===== src/rtl/mcu_reg_port_pkg.sv =====
package mcu_reg_port_pkg;

  // Strobes issued by the control path to the datapath, one cycle each.
  typedef struct packed {
    logic shiftIn;   // capture one serial input bit
    logic cmdLatch;  // current byte is the command byte
    logic wrEn;      // write the completed byte to the register file
    logic txLoad;    // load transmit shifter from the register file
    logic txShift;   // present next transmit bit
    logic clearOut;  // select inactive: clear shifters and output bit
  } portStrobes_t;

endpackage


===== src/rtl/mcu_reg_port_ctrl.sv =====
module mcu_reg_port_ctrl
  import mcu_reg_port_pkg::*;
#(
  parameter int DATA_W      = 8,
  parameter int ADDR_W      = 3,
  parameter int SYNC_STAGES = 2
) (
  input  logic              clk,
  input  logic              rst_n,
  input  logic              csN,
  input  logic              sclk,
  input  logic              sdi,
  input  logic [DATA_W-1:0] rxNext,
  output logic              sdiBit,
  output logic              csActive,
  output logic [$clog2(DATA_W)-1:0] bitCnt,
  output logic              isRead,
  output logic              cmdPhase,
  output logic [ADDR_W-1:0] curAddr,
  output logic              sdoEn,
  output portStrobes_t      strb
);

  localparam int CNT_W = $clog2(DATA_W);
  localparam logic [CNT_W-1:0] LAST_BIT = CNT_W'(DATA_W - 1);
  localparam int RW_BIT = DATA_W - 1;

  logic [SYNC_STAGES-1:0] sclkSync, csSync, sdiSync;
  logic                   sclkPrev;
  logic                   sclkNow;
  logic                   sclkRise, sclkFall, byteEnd;
  logic [ADDR_W-1:0]      addrReg;

  // Pin synchronisers
  always_ff @(posedge clk or negedge rst_n) begin
    if (!rst_n) begin
      sclkSync <= '0;
      csSync   <= '1;
      sdiSync  <= '0;
      sclkPrev <= 1'b0;
    end else begin
      sclkSync <= {sclkSync[SYNC_STAGES-2:0], sclk};
      csSync   <= {csSync[SYNC_STAGES-2:0], csN};
      sdiSync  <= {sdiSync[SYNC_STAGES-2:0], sdi};
      sclkPrev <= sclkSync[SYNC_STAGES-1];
    end
  end

  assign sclkNow  = sclkSync[SYNC_STAGES-1];
  assign csActive = ~csSync[SYNC_STAGES-1];
  assign sdiBit   = sdiSync[SYNC_STAGES-1];
  assign sclkRise = csActive & sclkNow & ~sclkPrev;
  assign sclkFall = csActive & ~sclkNow & sclkPrev;
  assign byteEnd  = sclkRise && (bitCnt == LAST_BIT);

  // Frame state
  always_ff @(posedge clk or negedge rst_n) begin
    if (!rst_n) begin
      bitCnt   <= '0;
      cmdPhase <= 1'b1;
      isRead   <= 1'b0;
      addrReg  <= '0;
    end else if (!csActive) begin
      bitCnt   <= '0;
      cmdPhase <= 1'b1;
      isRead   <= 1'b0;
    end else if (sclkRise) begin
      bitCnt <= bitCnt + 1'b1;
      if (byteEnd && cmdPhase) begin
        cmdPhase <= 1'b0;
        isRead   <= rxNext[RW_BIT];
        addrReg  <= rxNext[ADDR_W-1:0];
      end
    end
  end

  assign curAddr = (cmdPhase && byteEnd) ? rxNext[ADDR_W-1:0] : addrReg;

  always_comb begin
    strb          = '0;
    strb.shiftIn  = sclkRise;
    strb.cmdLatch = byteEnd & cmdPhase;
    strb.wrEn     = byteEnd & ~cmdPhase & ~isRead;
    strb.txLoad   = byteEnd & (cmdPhase ? rxNext[RW_BIT] : isRead);
    strb.txShift  = sclkFall;
    strb.clearOut = ~csActive;
  end

  assign sdoEn = csActive & ~cmdPhase & isRead;

endmodule


===== src/rtl/mcu_reg_port_dp.sv =====
module mcu_reg_port_dp
  import mcu_reg_port_pkg::*;
#(
  parameter int DATA_W = 8,
  parameter int ADDR_W = 3
) (
  input  logic                          clk,
  input  logic                          rst_n,
  input  logic                          lsbFirst,
  input  logic                          sdiBit,
  input  logic [ADDR_W-1:0]             curAddr,
  input  portStrobes_t                  strb,
  output logic [DATA_W-1:0]             rxNext,
  output logic                          sdoReg,
  output logic [(2**ADDR_W)*DATA_W-1:0] regFlat
);

  localparam int NUM_REGS = 2 ** ADDR_W;

  logic [DATA_W-1:0] rxShift;
  logic [DATA_W-1:0] txShift;
  logic [DATA_W-1:0] regBank [NUM_REGS];

  // Receive assembly in the selected order
  always_comb begin
    if (lsbFirst) rxNext = {sdiBit, rxShift[DATA_W-1:1]};
    else          rxNext = {rxShift[DATA_W-2:0], sdiBit};
  end

  always_ff @(posedge clk or negedge rst_n) begin
    if (!rst_n)             rxShift <= '0;
    else if (strb.clearOut) rxShift <= '0;
    else if (strb.shiftIn)  rxShift <= rxNext;
  end

  // Transmit shifter, output bit updated on falling serial edges
  always_ff @(posedge clk or negedge rst_n) begin
    if (!rst_n) begin
      txShift <= '0;
      sdoReg  <= 1'b0;
    end else if (strb.clearOut) begin
      txShift <= '0;
      sdoReg  <= 1'b0;
    end else if (strb.txLoad) begin
      txShift <= regBank[curAddr];
    end else if (strb.txShift) begin
      if (lsbFirst) begin
        sdoReg  <= txShift[0];
        txShift <= txShift >> 1;
      end else begin
        sdoReg  <= txShift[DATA_W-1];
        txShift <= txShift << 1;
      end
    end
  end

  // Register bank
  for (genvar g = 0; g < NUM_REGS; g++) begin : gen_reg
    always_ff @(posedge clk or negedge rst_n) begin
      if (!rst_n)
        regBank[g] <= '0;
      else if (strb.wrEn && (curAddr == ADDR_W'(g)))
        regBank[g] <= rxNext;
    end
    assign regFlat[g*DATA_W +: DATA_W] = regBank[g];
  end

endmodule


===== src/rtl/mcu_reg_port.sv =====
module mcu_reg_port
  import mcu_reg_port_pkg::*;
#(
  parameter int DATA_W      = 8,
  parameter int ADDR_W      = 3,
  parameter int SYNC_STAGES = 2
) (
  input  logic                          clk,
  input  logic                          rst_n,
  input  logic                          lsbFirst,
  input  logic                          csN,
  input  logic                          sclk,
  input  logic                          sdi,
  output logic                          sdo,
  output logic                          sdoEn,
  output logic [(2**ADDR_W)*DATA_W-1:0] regFlat
);

  localparam int CNT_W = $clog2(DATA_W);

  portStrobes_t      strb;
  logic              sdiBit, csActive, isRead, cmdPhase, sdoReg;
  logic [CNT_W-1:0]  bitCnt;
  logic [ADDR_W-1:0] curAddr;
  logic [DATA_W-1:0] rxNext;

  mcu_reg_port_ctrl #(
    .DATA_W(DATA_W), .ADDR_W(ADDR_W), .SYNC_STAGES(SYNC_STAGES)
  ) u_ctrl (
    .clk(clk), .rst_n(rst_n), .csN(csN), .sclk(sclk), .sdi(sdi),
    .rxNext(rxNext), .sdiBit(sdiBit), .csActive(csActive),
    .bitCnt(bitCnt), .isRead(isRead), .cmdPhase(cmdPhase),
    .curAddr(curAddr), .sdoEn(sdoEn), .strb(strb)
  );

  mcu_reg_port_dp #(
    .DATA_W(DATA_W), .ADDR_W(ADDR_W)
  ) u_dp (
    .clk(clk), .rst_n(rst_n), .lsbFirst(lsbFirst), .sdiBit(sdiBit),
    .curAddr(curAddr), .strb(strb), .rxNext(rxNext), .sdoReg(sdoReg),
    .regFlat(regFlat)
  );

  assign sdo = sdoEn ? sdoReg : 1'b0;

endmodule


===== config.mk =====
export PLATFORM = sky130hd
export DESIGN_NAME = mcu_reg_port
export DESIGN_NICKNAME = d
export VERILOG_FILES = /design/src/rtl/mcu_reg_port_pkg.sv /design/src/rtl/mcu_reg_port_ctrl.sv /design/src/rtl/mcu_reg_port_dp.sv /design/src/rtl/mcu_reg_port.sv
export SDC_FILE = /design/constraint.sdc
export NUM_CORES = 1
export LEC_CHECK = 0
export BUFFER_PORTS_ARGS = -buffer_cell sky130_fd_sc_hd__buf_2
export CAP_MARGIN = 10
export CORE_ASPECT_RATIO = 0.75
export CORE_MARGIN = 5
export CORE_UTILIZATION = 55
export DETAILED_ROUTE_END_ITERATION = 8
export PLACE_DENSITY_LB_ADDON = 0.05
export SYNTH_ARGS = -nofsm -noshare
export SYNTH_HDL_FRONTEND = slang
export SYNTH_HIERARCHICAL = 1
export SYNTH_SLANG_ARGS = --single-unit

===== constraint.sdc =====
create_clock -name clk -period 7.1 [get_ports clk]
set_clock_uncertainty 0.15 [all_clocks]
set_input_delay 0.71 -clock clk [delete_from_list [all_inputs] [get_ports clk]]
set_output_delay 0.71 -clock clk [all_outputs]
set_load 0.02 [all_outputs]

==> results.tsv <==
stage	metric	value	unit
sta	relative slew slack	0.159	
status	outcome	finished clean	
global_route	pin count of the biggest net entering global routing	63	
drt	Via Count	3293	
die	Die Span Y	87.8	um
finish	ANT cells	0	
synthesis	synthesized net count	414	
setup_path	Worst path depth	6	
global_route	GRT Overall Usage	0.232	
pwr	leakage power	2.40	nW
setup_path	Arr. time, crit path	3.93	ns
drt	DR vias/cell	5.75	
die	row cnt	28	
synthesis	Syn Inst Count	406	
finish	multi-input logic area	0.00180	mm2
setup_path	Worst path max stage delay	0.89	ns
clock_network	post-cts sizing count	0	
pwr	Worst VDD drop	0.000118	V
sta	fmax	262	MHz
setup_path	CP max stage cell	mux2i_1	
global_route	total gr overflow	0	
die	Die ar.	0.00998	mm2
die	chip width	114	um
setup_path	Worst Setup End Kind	flop	
sta	Tmin final	3.82	ns
finish	# nets final	471	
sta	Worst-Margin Slew	1.25	ns
finish	storage element area	0.00241	mm2
finish	most frequent cells in the layout	dfrtp_1 (93), buf_2 (70), nor2_1 (54)	
finish	Area Growth Syn to Fin	11.3	%
clock_network	CTS tree	yes	
drt	final WL	11100	um
finish	fin cells	573	
setup_path	Crit Path Max Fanout	37	
placement	HPWL after DPL	7580	um
placement	RD Place Congestion	0.846	
setup_path	Worst EP required	7.21	ns
clock_network	Hold Buf Count CTS	0	
finish	ratio of cells with drive above 1 in the final layout	0.246	
finish	commonest non-fill, non-tap cell in the layout	dfrtp_1	
placement	I/O Buffers	71	
drt	# DRC	0	
clock_network	Max Root-Sink Buffers	2	
global_route	initial antenna violation count	0	
sta	period utilisation layout	0.538	
synthesis	yosys warns	6	
global_route	first-pass GRT wire length	17500	um
synthesis	Mapped Area	0.00443	mm2
clock_network	Post-CTS Setup Inserts	0	
setup_path	worst path cell trace	buf_2 -> mux2i_1 -> inv_1 -> mux2_2 -> nand4b_1 -> o21ai_0	
setup_path	critical path launch point type	input pin	
clock_network	worst skew pair latency	0.36	ns
finish	Fill cells	695	
clock_network	Worst-path clk slew	0.09	ns
drt	Routed Antenna Nets	0	
die	Initial Utilization	0.563	
drt	DR pass1 iterations	4	
sta	Final Setup Violations	0	
clock_network	total clock sinks	96	
min_path	hold crit path type	input pin to async pin	
clock_network	CTS buffer count	9	
setup_path	worst r2r path cells	5	
sta	unrepaired setup endpoints after global routing	false	
flow_run	Max Cap Violations	0	
clock_network	H-tree Lvls	3	
placement	Post-Place Cells	557	
sta	setup_tns	0	ns
pwr	PwrDens	187	mW/mm2
sta	Final Max Slew Viols	0	
setup_path	CP Buf/Inv Count	2	
sta	final hold viol count	0	
die	I/O Pins	72	
drt	DR WL/cell	19.4	um
synthesis	Mean Syn Cell Area	10.9	um2
clock_network	root buf cell	clkbuf_8	
setup_path	CP Class	input pin to flop	
die	Core Footprint	0.00788	mm2
drt	DRT iter0 DRCs	273	
global_route	vias in the first global route	3167	
setup_path	Crit path max-delay family	multiplexers	
==> stage by stage <==
step	utilization	power (W)	setup slack (ns)	hold slack [ns]	instance area, um2
finish	0.626	0.000925	3.28	0.150	4930
global route	0.626	0.000963	3.15	0.159	4930
CTS	0.626	0.000937	3.43	0.140	4930
detailed placement	0.605	0.000618	3.01	0.194	4770
global placement	0.605	0.000618	3.21	0.187	4770
floorplan	-	0.000594	4.12	0.181	4430
==> metal layers <==
metal | vias to the layer above | global-route usage | wire length [um]
met5 | - | 0 | 0
li1 | 1540 | - | -
met1 | 1643 | 0.347 | 5230
met3 | 11 | 0.0594 | 845
met4 | 0 | 0.0644 | 108
met2 | 99 | 0.339 | 4940
==> state kept, by name, indices dropped and copies added (netlist names) <==
name and flops:
u_dp/sdoReg 1, u_ctrl/isRead 1, u_ctrl/cmdPhase 1, u_ctrl/sclkPrev 1
u_ctrl/addrReg 3, u_dp/txShift 8, u_ctrl/sdiSync 2, u_ctrl/csSync 2
u_dp/regFlat 64, u_ctrl/bitCnt 3, u_dp/rxShift 8, u_ctrl/sclkSync 2
==> report_power, final <==
group,internal (W),switching [W],total (W)
logic,0.0000134,0.0000335,0.0000469
clock network,0.000136,0.000181,0.000318
registers,0.000553,0.00000667,0.000560
==> final cells by class <==
cell class | instances | area share
clock inverter | 3 | 0.00355
multi-input combinational | 273 | 0.366
inverter | 6 | 0.00457
sequential | 96 | 0.488
clock buffer | 13 | 0.0302
timing repair buffer | 77 | 0.0817
tap | 105 | 0.0266
==> worst paths after layout <==
path,startpoint,end,slack (ns)
setup / recovery,lsbFirst,u_dp/regFlat[40]$_DFFE_PN0P_,3.28
max in group asynchronous,rst_n,u_dp/txShift[5]$_DFFE_PN0P_,5.51
hold / removal,rst_n,u_ctrl/bitCnt[1]$_DFFE_PN0P_,0.15
min in group clk,u_ctrl/sclkSync[0]$_DFF_PN0_,u_ctrl/sclkSync[1]$_DFF_PN0_,0.21
hold reg to reg,u_ctrl/sclkSync[0]$_DFF_PN0_,u_ctrl/sclkSync[1]$_DFF_PN0_,0.21
setup reg to reg,u_ctrl/csSync[1]$_DFF_PN1_,u_dp/regFlat[25]$_DFFE_PN0P_,3.47
(Power assumes the default switching activity.)
